`src/rtl/alu_flags_pkg.sv`:
```
package alu_flags_pkg;

    typedef enum logic [2:0] {
        OP_ADD = 3'd0,
        OP_ADC = 3'd1,
        OP_SUB = 3'd2,
        OP_SBB = 3'd3,
        OP_AND = 3'd4,
        OP_OR  = 3'd5,
        OP_XOR = 3'd6,
        OP_CMP = 3'd7
    } alu_op_e;

    // Bit positions inside the packed flags word
    localparam int FLW       = 16;
    localparam int FB_CARRY  = 0;
    localparam int FB_PAR    = 2;
    localparam int FB_AUX    = 4;
    localparam int FB_ZERO   = 6;
    localparam int FB_SIGN   = 7;
    localparam int FB_TRAP   = 8;
    localparam int FB_INTEN  = 9;
    localparam int FB_DIR    = 10;
    localparam int FB_OVF    = 11;

    localparam int CTL_N     = 3;
    localparam int PAR_W     = 8;

    typedef struct packed {
        logic ovf;
        logic sign;
        logic zero;
        logic aux;
        logic par;
        logic carry;
    } status_t;

    // bit 0 trap, bit 1 interrupt enable, bit 2 direction
    typedef struct packed {
        logic dir;
        logic inten;
        logic trap;
    } ctl_t;

    function automatic logic is_logic_op(alu_op_e op);
        return (op == OP_AND) || (op == OP_OR) || (op == OP_XOR);
    endfunction

    function automatic logic is_sub_op(alu_op_e op);
        return (op == OP_SUB) || (op == OP_SBB) || (op == OP_CMP);
    endfunction

    function automatic logic uses_carry(alu_op_e op);
        return (op == OP_ADC) || (op == OP_SBB);
    endfunction

    function automatic logic even_ones(logic [PAR_W-1:0] v);
        return ~(^v);
    endfunction

    function automatic logic [FLW-1:0] pack_flags(status_t s, ctl_t c);
        logic [FLW-1:0] w;
        w            = '0;
        w[FB_CARRY]  = s.carry;
        w[FB_PAR]    = s.par;
        w[FB_AUX]    = s.aux;
        w[FB_ZERO]   = s.zero;
        w[FB_SIGN]   = s.sign;
        w[FB_TRAP]   = c.trap;
        w[FB_INTEN]  = c.inten;
        w[FB_DIR]    = c.dir;
        w[FB_OVF]    = s.ovf;
        return w;
    endfunction

endpackage

```
`src/rtl/alu_core.sv`:
```
module alu_core
    import alu_flags_pkg::*;
#(
    parameter int DATA_W = 16
) (
    input  logic [DATA_W-1:0] a,
    input  logic [DATA_W-1:0] b,
    input  alu_op_e           op,
    input  logic              byte_mode,
    input  logic              carry_in,
    output logic [DATA_W-1:0] res,
    output logic              carry_raw,
    output logic              aux_raw,
    output logic              ovf_raw,
    output logic              msb
);
    localparam int HALF_W = DATA_W / 2;

    logic [DATA_W-1:0] a_m, b_m;
    logic [DATA_W:0]   ext;
    logic              cin;
    logic              a_top, b_top;

    always_comb begin
        a_m = byte_mode ? {{(DATA_W-HALF_W){1'b0}}, a[HALF_W-1:0]} : a;
        b_m = byte_mode ? {{(DATA_W-HALF_W){1'b0}}, b[HALF_W-1:0]} : b;
    end

    assign cin = uses_carry(op) & carry_in;

    always_comb begin
        case (op)
            OP_ADD, OP_ADC:
                ext = {1'b0, a_m} + {1'b0, b_m} + {{DATA_W{1'b0}}, cin};
            OP_SUB, OP_SBB, OP_CMP:
                ext = {1'b0, a_m} - {1'b0, b_m} - {{DATA_W{1'b0}}, cin};
            OP_AND:  ext = {1'b0, a_m & b_m};
            OP_OR:   ext = {1'b0, a_m | b_m};
            OP_XOR:  ext = {1'b0, a_m ^ b_m};
            default: ext = '0;
        endcase
    end

    always_comb begin
        if (byte_mode) begin
            res       = {{(DATA_W-HALF_W){1'b0}}, ext[HALF_W-1:0]};
            carry_raw = ext[HALF_W];
            a_top     = a_m[HALF_W-1];
            b_top     = b_m[HALF_W-1];
            msb       = ext[HALF_W-1];
        end else begin
            res       = ext[DATA_W-1:0];
            carry_raw = ext[DATA_W];
            a_top     = a_m[DATA_W-1];
            b_top     = b_m[DATA_W-1];
            msb       = ext[DATA_W-1];
        end
    end

    // carry/borrow out of bit 3 is visible as the bit-4 difference
    assign aux_raw = a_m[4] ^ b_m[4] ^ ext[4];

    always_comb begin
        if (is_sub_op(op))
            ovf_raw = (a_top != b_top) && (msb != a_top);
        else
            ovf_raw = (a_top == b_top) && (msb != a_top);
    end

endmodule

```
`src/rtl/alu_status_gen.sv`:
```
module alu_status_gen
    import alu_flags_pkg::*;
#(
    parameter int DATA_W = 16
) (
    input  alu_op_e           op,
    input  logic [DATA_W-1:0] res,
    input  logic              carry_raw,
    input  logic              aux_raw,
    input  logic              ovf_raw,
    input  logic              msb,
    output status_t           st
);
    logic logic_op;

    assign logic_op = is_logic_op(op);

    always_comb begin
        st.zero  = (res == '0);
        st.sign  = msb;
        st.par   = even_ones(res[PAR_W-1:0]);
        st.carry = logic_op ? 1'b0 : carry_raw;
        st.aux   = logic_op ? 1'b0 : aux_raw;
        st.ovf   = logic_op ? 1'b0 : ovf_raw;
    end

endmodule

```
`src/rtl/alu_ctl_flags.sv`:
```
module alu_ctl_flags
    import alu_flags_pkg::*;
(
    input  logic             clk,
    input  logic             rst,
    input  logic [CTL_N-1:0] set_cmd,
    input  logic [CTL_N-1:0] clr_cmd,
    output ctl_t             ctl
);
    logic [CTL_N-1:0] bits_q;

    for (genvar i = 0; i < CTL_N; i++) begin : g_bit
        always_ff @(posedge clk) begin
            if (rst)
                bits_q[i] <= 1'b0;
            else if (clr_cmd[i])
                bits_q[i] <= 1'b0;
            else if (set_cmd[i])
                bits_q[i] <= 1'b1;
        end
    end

    assign ctl = ctl_t'(bits_q);

endmodule

```
`src/rtl/alu_flags_unit.sv`:
```
module alu_flags_unit
    import alu_flags_pkg::*;
#(
    parameter int DATA_W = 16
) (
    input  logic              clk,
    input  logic              rst,
    input  logic [DATA_W-1:0] op_a,
    input  logic [DATA_W-1:0] op_b,
    input  logic [2:0]        op_code,
    input  logic              byte_mode,
    input  logic              commit,
    input  logic [CTL_N-1:0]  ctl_set,
    input  logic [CTL_N-1:0]  ctl_clr,
    output logic [DATA_W-1:0] result,
    output logic [FLW-1:0]    flags
);
    alu_op_e           op;
    logic [DATA_W-1:0] core_res;
    logic              carry_raw, aux_raw, ovf_raw, msb;
    status_t           st_nxt, st_q;
    ctl_t              ctl_q;
    logic [DATA_W-1:0] result_q;

    assign op = alu_op_e'(op_code);

    alu_core #(.DATA_W(DATA_W)) u_core (
        .a         (op_a),
        .b         (op_b),
        .op        (op),
        .byte_mode (byte_mode),
        .carry_in  (st_q.carry),
        .res       (core_res),
        .carry_raw (carry_raw),
        .aux_raw   (aux_raw),
        .ovf_raw   (ovf_raw),
        .msb       (msb)
    );

    alu_status_gen #(.DATA_W(DATA_W)) u_status (
        .op        (op),
        .res       (core_res),
        .carry_raw (carry_raw),
        .aux_raw   (aux_raw),
        .ovf_raw   (ovf_raw),
        .msb       (msb),
        .st        (st_nxt)
    );

    alu_ctl_flags u_ctl (
        .clk     (clk),
        .rst     (rst),
        .set_cmd (ctl_set),
        .clr_cmd (ctl_clr),
        .ctl     (ctl_q)
    );

    always_ff @(posedge clk) begin
        if (rst) begin
            st_q     <= '0;
            result_q <= '0;
        end else if (commit) begin
            st_q <= st_nxt;
            if (op != OP_CMP)
                result_q <= core_res;
        end
    end

    assign result = result_q;
    assign flags  = pack_flags(st_q, ctl_q);

endmodule

```
`config.mk`:
```
export PLATFORM = sky130hd
export DESIGN_NAME = alu_flags_unit
export DESIGN_NICKNAME = d
export VERILOG_FILES = /design/src/rtl/alu_flags_pkg.sv /design/src/rtl/alu_core.sv /design/src/rtl/alu_status_gen.sv /design/src/rtl/alu_ctl_flags.sv /design/src/rtl/alu_flags_unit.sv
export SDC_FILE = /design/constraint.sdc
export NUM_CORES = 1
export LEC_CHECK = 0
export ABC_CLOCK_PERIOD_IN_PS = 4400
export BUFFER_PORTS_ARGS = -buffer_cell sky130_fd_sc_hd__buf_2
export CAP_MARGIN = 20
export CORE_MARGIN = 10
export CORE_UTILIZATION = 39
export CTS_BUF_LIST = sky130_fd_sc_hd__clkbuf_4 sky130_fd_sc_hd__clkbuf_8
export CTS_CLUSTER_DIAMETER = 100
export CTS_CLUSTER_SIZE = 30
export DETAILED_ROUTE_END_ITERATION = 6
export PLACE_DENSITY = 0.62
export SETUP_SLACK_MARGIN = 0.5
export SYNTH_ARGS = -nofsm -noshare
export SYNTH_HDL_FRONTEND = slang
export SYNTH_SLANG_ARGS = --single-unit
```
`constraint.sdc`:
```
create_clock -name clk -period 4.4 [get_ports clk]
set_clock_uncertainty 0.2 [all_clocks]
set_input_delay 0.22 -clock clk [delete_from_list [all_inputs] [get_ports clk]]
set_output_delay 0.22 -clock clk [all_outputs]
set_load 0.01 [all_outputs]
```
## After elaboration in Yosys (flattened, before gate mapping)

Cells that the tools add are included.

- Reductions and logical operators: 16
- $add $sub $neg: 4
- Bitwise operators: 7
- Muxes and demuxes: 12
- Equality and inequality tests: 11

Operators with widths:

| operator | number |
|---|---|
| $pmux W17 S5 | 1 |
| $mux W16 | 3 |
| $add A16 B16 Y17 | 1 |
| $add A17 B1 Y17 | 1 |
| $sub A16 B16 Y17 | 1 |
| $sub A17 B1 Y17 | 1 |
| $and A16 B16 Y16 | 1 |
| $logic_not A16 Y1 | 1 |
| $or A16 B16 Y16 | 1 |
| $xor A16 B16 Y16 | 1 |
| $eq A3 B3 Y1 const B | 4 |
| $mux W1 | 8 |
| $reduce_or A2 Y1 | 4 |
| $reduce_xor A8 Y1 | 1 |
| $eq A3 B2 Y1 const B | 2 |
| $logic_or A1 B1 Y1 | 5 |
| $eq A3 B1 Y1 const B | 1 |
| $logic_not A3 Y1 | 1 |
| $ne A3 B3 Y1 const B | 1 |
| $reduce_or A3 Y1 | 1 |
| $logic_and A1 B1 Y1 | 2 |
| $ne A1 B1 Y1 | 2 |
| $reduce_and A2 Y1 | 1 |
| $xor A1 B1 Y1 | 2 |
| 3 further kinds | 3 |

- Bits of input ports: 45
- Output and inout bits: 32
- Flip-flop bits (word level): 25

## Longest topological paths before layout

- Depth in word-level cells: 10
- Gate-level depth with buffers: 18
- Gate-level depth less buffers: 17

## Cells and area by module

A second synthesis with hierarchy kept.

- Cell total of the unflattened synthesis: 560
- Area, all modules: 4257.8 µm²

By module, submodules not included:

| module | times used | cells an instance | area an instance (µm²) | sequential area each (µm²) |
|---|---|---|---|---|
| alu_core | 1 | 429 | 2981.6 | 0.0 |
| alu_flags_unit | 1 | 98 | 1013.5 | 440.4 |
| alu_status_gen | 1 | 24 | 176.4 | 0.0 |
| alu_ctl_flags | 1 | 9 | 86.3 | 60.1 |

## Worst setup path after synthesis

No wires, ideal clock.

- Kind: input to register
- Start point: in byte_mode
- End point: reg st_q (netlist bit flags[11])
- Path slack: 525 ps
- Path buffers: 3
- Setup time: 117 ps
- Data required time: 4083 ps
- Arrival time: 3558 ps
- Stages on the path: 15
- Cells stage by stage: buf_2 inv_1 clkbuf_1 clkbuf_1 nand2_1 ha_1 ha_1 a211oi_1 a32oi_1 o31ai_2 or4_4 a31oi_4 a2bb2oi_2 mux2_1 a32o_1

- Cells in the longest elaborated chain, start to end: 9
- Elaborated cells on any way between the ends: 20
- Classes of those cells: add/sub: 4; eq/ne: 3; mux: 8; bitwise: 3; reduce/logical: 2

Ends and longest elaborated chain:

| what | line | source |
|---|---|---|
| start: declaration | alu_flags_unit.sv:11 | `input logic byte_mode,` |
| $mux W16, on equally long branches | alu_core.sv:25, alu_core.sv:26 |  |
| $sub A16 B16 Y17 / $add A16 B16 Y17 (equally long branches) | alu_core.sv:36, alu_core.sv:34 |  |
| $sub A17 B1 Y17 / $add A17 B1 Y17 (equally long branches) | alu_core.sv:36, alu_core.sv:34 |  |
| $pmux W17 S5 | alu_core.sv:32 | `case (op)` |
| $mux W1 | alu_core.sv:45 | `if (byte_mode) begin` |
| $ne A1 B1 Y1 | alu_core.sv:65, alu_core.sv:67 |  |
| $logic_and A1 B1 Y1, on equally long branches | alu_core.sv:67, alu_core.sv:65 |  |
| $mux W1 * | alu_core.sv:64 | `if (is_sub_op(op))` |
| $mux W1 * | alu_status_gen.sv:24 | `st.ovf = logic_op ? 1'b0 : ovf_raw;` |
| end signal: assignment | alu_flags_unit.sv:63 | `st_q <= st_nxt;` |
| end: declaration | alu_flags_unit.sv:21 | `status_t st_nxt, st_q;` |

Every way passes the cells marked *; elsewhere a longest branch is shown, timed or not.
A chain may end at the register's enable or synchronous reset.

## Worst setup path after layout

- Start point: reg st_q (netlist bit flags[0])
- End point: reg st_q (netlist bit flags[11])

- Cells in the longest elaborated chain, start to end: 8
- Elaborated cells on any way between the ends: 10
- Classes of those cells: add/sub: 2; eq/ne: 1; mux: 4; bitwise: 1; reduce/logical: 2

Ends and longest elaborated chain:

| what | line | source |
|---|---|---|
| $and A1 B1 Y1 * | alu_core.sv:29 | `assign cin = uses_carry(op) & carry_in;` |
| $sub A17 B1 Y17 / $add A17 B1 Y17 (equally long branches) | alu_core.sv:36, alu_core.sv:34 |  |
| $pmux W17 S5 * | alu_core.sv:32 |  |
| $mux W1 * | alu_core.sv:45 |  |
| $ne A1 B1 Y1 * | alu_core.sv:65, alu_core.sv:67 |  |
| $logic_and A1 B1 Y1, on equally long branches | alu_core.sv:67, alu_core.sv:65 |  |
| $mux W1 * | alu_core.sv:64 |  |
| $mux W1 * | alu_status_gen.sv:24 |  |

Marked as above.

==> impl_metrics.ini <==
[run_status]
status = finished clean

[logic_synthesis]
netlist.area_leader.share = 0.2021
synth_edf_count = 0
seq_area_frac_synth = 0.1225
synth_top_area_cell = ha_1
yosys-top-cells-area = ha_1 20%, dfxtp_1 12%, nand2_1 6.6%
synth.most_common_cell = nand2_1
ys_async_sr_fraction = 0
ys_seq_elements = 25
synthDistinctLibCells = 73
synth_flop_cell = dfxtp_1
syn_avg_cell_area_sq_um = 7.258
synth_common_cells = 72 x nand2_1, 66 x ha_1, 63 x inv_1, 43 x nor2_1, 40 x a21oi_1
ys_warn_count = 0
syn_inst = 563
syn_area_sq_um = 4086

[sta]
slew_viol_final = 0
setup_violations = 0
slew_headroom = 0.6094
tightest_slew_ps = 586.0
finalSetupTns_ps = 0
period_needed_ps = 3747
finalCritPeriodShare = 0.8516
hold_viol_final = 0
rsz0062_at_grt = no
fmaxAchievable_mhz = 266.9

[final_layout]
syn_to_final_growth_pct = 13.20
stdcell_count = 760
diodes = 0
finish.instance_area_sq_um = 4626
drive_gt1_frac = 0.1619
fillerInstances = 1068
nets = 740

[placed_design]
gp_congestion = 0.9233
port_buffers = 69
dp_hpwl_um = 10080
placed_cell_area_sq_um = 4519
place_inst = 750

[grt]
grt_overflow_total = 0
grt_first_pass_wirelength_um = 20200
grt_max_degree = 26
grt_usage = 0.1594
antenna_found_initial = 0
grt_pass1_vias = 4076

[route]
dr.pass1.iters = 5
via_count = 4203
drc_errors = 0
wl_um = 12470
drt-wirelength-per-cell_um = 16.40
viasPerCell = 5.530
ant_nets = 0
first_iter_violations = 339

[power]
p_leak_uw = 0.002295
ir_drop_mv = 0.1451
p_per_area_nw_per_um2 = 221.7

[clock_network]
clk_pin_slew_ps = 80
cts_tree = yes
numCtsBuffers = 3
clock-sinks = 25
cts_root_buf = clkbuf_8
clock_path_buffers = 2
clk_latency_ps = 260
htree_levels = 1

[critical_path]
crit_type = reg -> reg
start_kind = flop
worstPathArrival_ps = 3710
required_ps = 4360
worstPathMaxFanout = 3
endpoint_kind = flop

[min_path]
worstHoldPathType = in -> reg

[floorplanning]
ios = 77
core_region_area_sq_um = 10280
chipWidth_um = 122.4
die-area_sq_um = 14970
start_util = 0.3976
die_y_um = 122.4
std_cell_rows = 37

[job]
drv_cap = 0
==> sequential cells by signal (all words and copies together) (netlist names) <==
name and flops:
flags 6, u_ctl.ctl 3, result 16
==> cell families (layout without fill, tap and decap cells) <==
logic type | Yosys count | count (layout) | synth area share
AND/OR/NAND/NOR | 177 | 177 | 0.2018
AO/OA/AOI/OAI | 168 | 168 | 0.2946
buffers and inverters | 94 | 149 | 0.09645
adder cells (fa/ha/maj) | 70 | 70 | 0.2217
flip-flops | 25 | 25 | 0.1225
XOR/XNOR | 22 | 22 | 0.04715
multiplexers | 6 | 6 | 0.01500
other | 1 | 7 | 0.0009177
==> layout make-up <==
| type | count | area (sq um) | area share |
|---|---|---|---|
| timing repair buffer | 82 | 450.4 | 0.09738 |
| multi-input combinational | 450 | 3219 | 0.6960 |
| sequential | 25 | 500.5 | 0.1082 |
| inverter | 63 | 236.5 | 0.05112 |
| tap | 136 | 170.2 | 0.03679 |
| clock buffer | 4 | 48.80 | 0.01055 |
==> final timing paths <==
path / from / end / slack (ps) / depth (start not counted)
worst max register to register: flags[0] / flags[11] / 650 / 14
worst max-delay path: flags[0] / flags[11] / 650 / 14
worst min register to register: result[9] / result[9] / 250 / 2
worst min-delay path: ctl_set[2] / u_ctl.ctl[2] / 20 / 3
==> per-layer routing <==
metal,vias up,global-route usage,part of all wire
li1,2099,-,-
met1,1935,0.2147,0.46
met2,157,0.2709,0.45
met3,12,0.02112,0.078
met4,0,0.02209,0.010
met5,-,0,0
==> power by group <==
| group | switching [uW] | internal (uW) | total [uW] |
|---|---|---|---|
| Sequential | 9.64 | 246 | 256 |
| Clock | 65.6 | 70.8 | 136 |
| Combinational | 374 | 259 | 634 |
==> layout by cell type (no fill, tap or decap), drive strengths merged, types with 3 or more instances in the layout <==
| master | instances |
|---|---|
| a211oi | 16 |
| a21o | 8 |
| a21oi | 42 |
| a221oi | 3 |
| a222oi | 3 |
| a22o | 3 |
| a22oi | 5 |
| a31oi | 3 |
| a32oi | 3 |
| a41oi | 4 |
| and2 | 6 |
| and3 | 6 |
| buf | 79 |
| clkbuf | 4 |
| conb | 7 |
| dfxtp | 25 |
| dlygate4sd3 | 3 |
| fa | 4 |
| ha | 66 |
| inv | 63 |
| mux2i | 5 |
| nand2 | 72 |
| nand2b | 4 |
| nand3 | 9 |
| nand4 | 10 |
| nor2 | 43 |
| nor2b | 7 |
| nor3 | 6 |
| nor3b | 3 |
| nor4 | 3 |
| o2111ai | 3 |
| o211ai | 5 |
| o21a | 7 |
| o21ai | 39 |
| o22ai | 3 |
| o31a | 3 |
| o31ai | 3 |
| xnor2 | 12 |
| xor2 | 10 |
==> critical path: stages (launching register included) <==
cell	delay, ps
dfxtp_1	350
nand3_1	130
inv_1	70
fa_1	350
inv_1	100
ha_1	270
a211oi_4	320
o22ai_2	170
or3_1	330
a32oi_1	190
o31a_1	220
buf_4	160
a2bb2oi_2	170
mux2_1	340
a32o_1	260
==> through the flow <==
step | total power, uW | worst slack (ps) | hold WS, ps | utilization
6_report | 1026 | 652.9 | 15.65 | 0.4501
5_1_grt | 1111 | 493.0 | 26.63 | 0.4501
4_1_cts | 1015 | 537.0 | 10.94 | 0.4474
3_5_place_dp | 873.0 | 433.6 | 187.5 | 0.4397
3_3_place_gp | 863.8 | 450.7 | 183.0 | 0.4397
2_1_floorplan | 715.6 | 525.1 | 96.79 | -
==> what timing repair did <==
action	4_1_cts	5_1_grt
hold endpoints to repair	3	0
setup buffers	0	3
setup endpoints to repair	0	2
resized for setup	0	2
hold buffers	3	0
No activity file was read; power rests on OpenSTA's default activity.
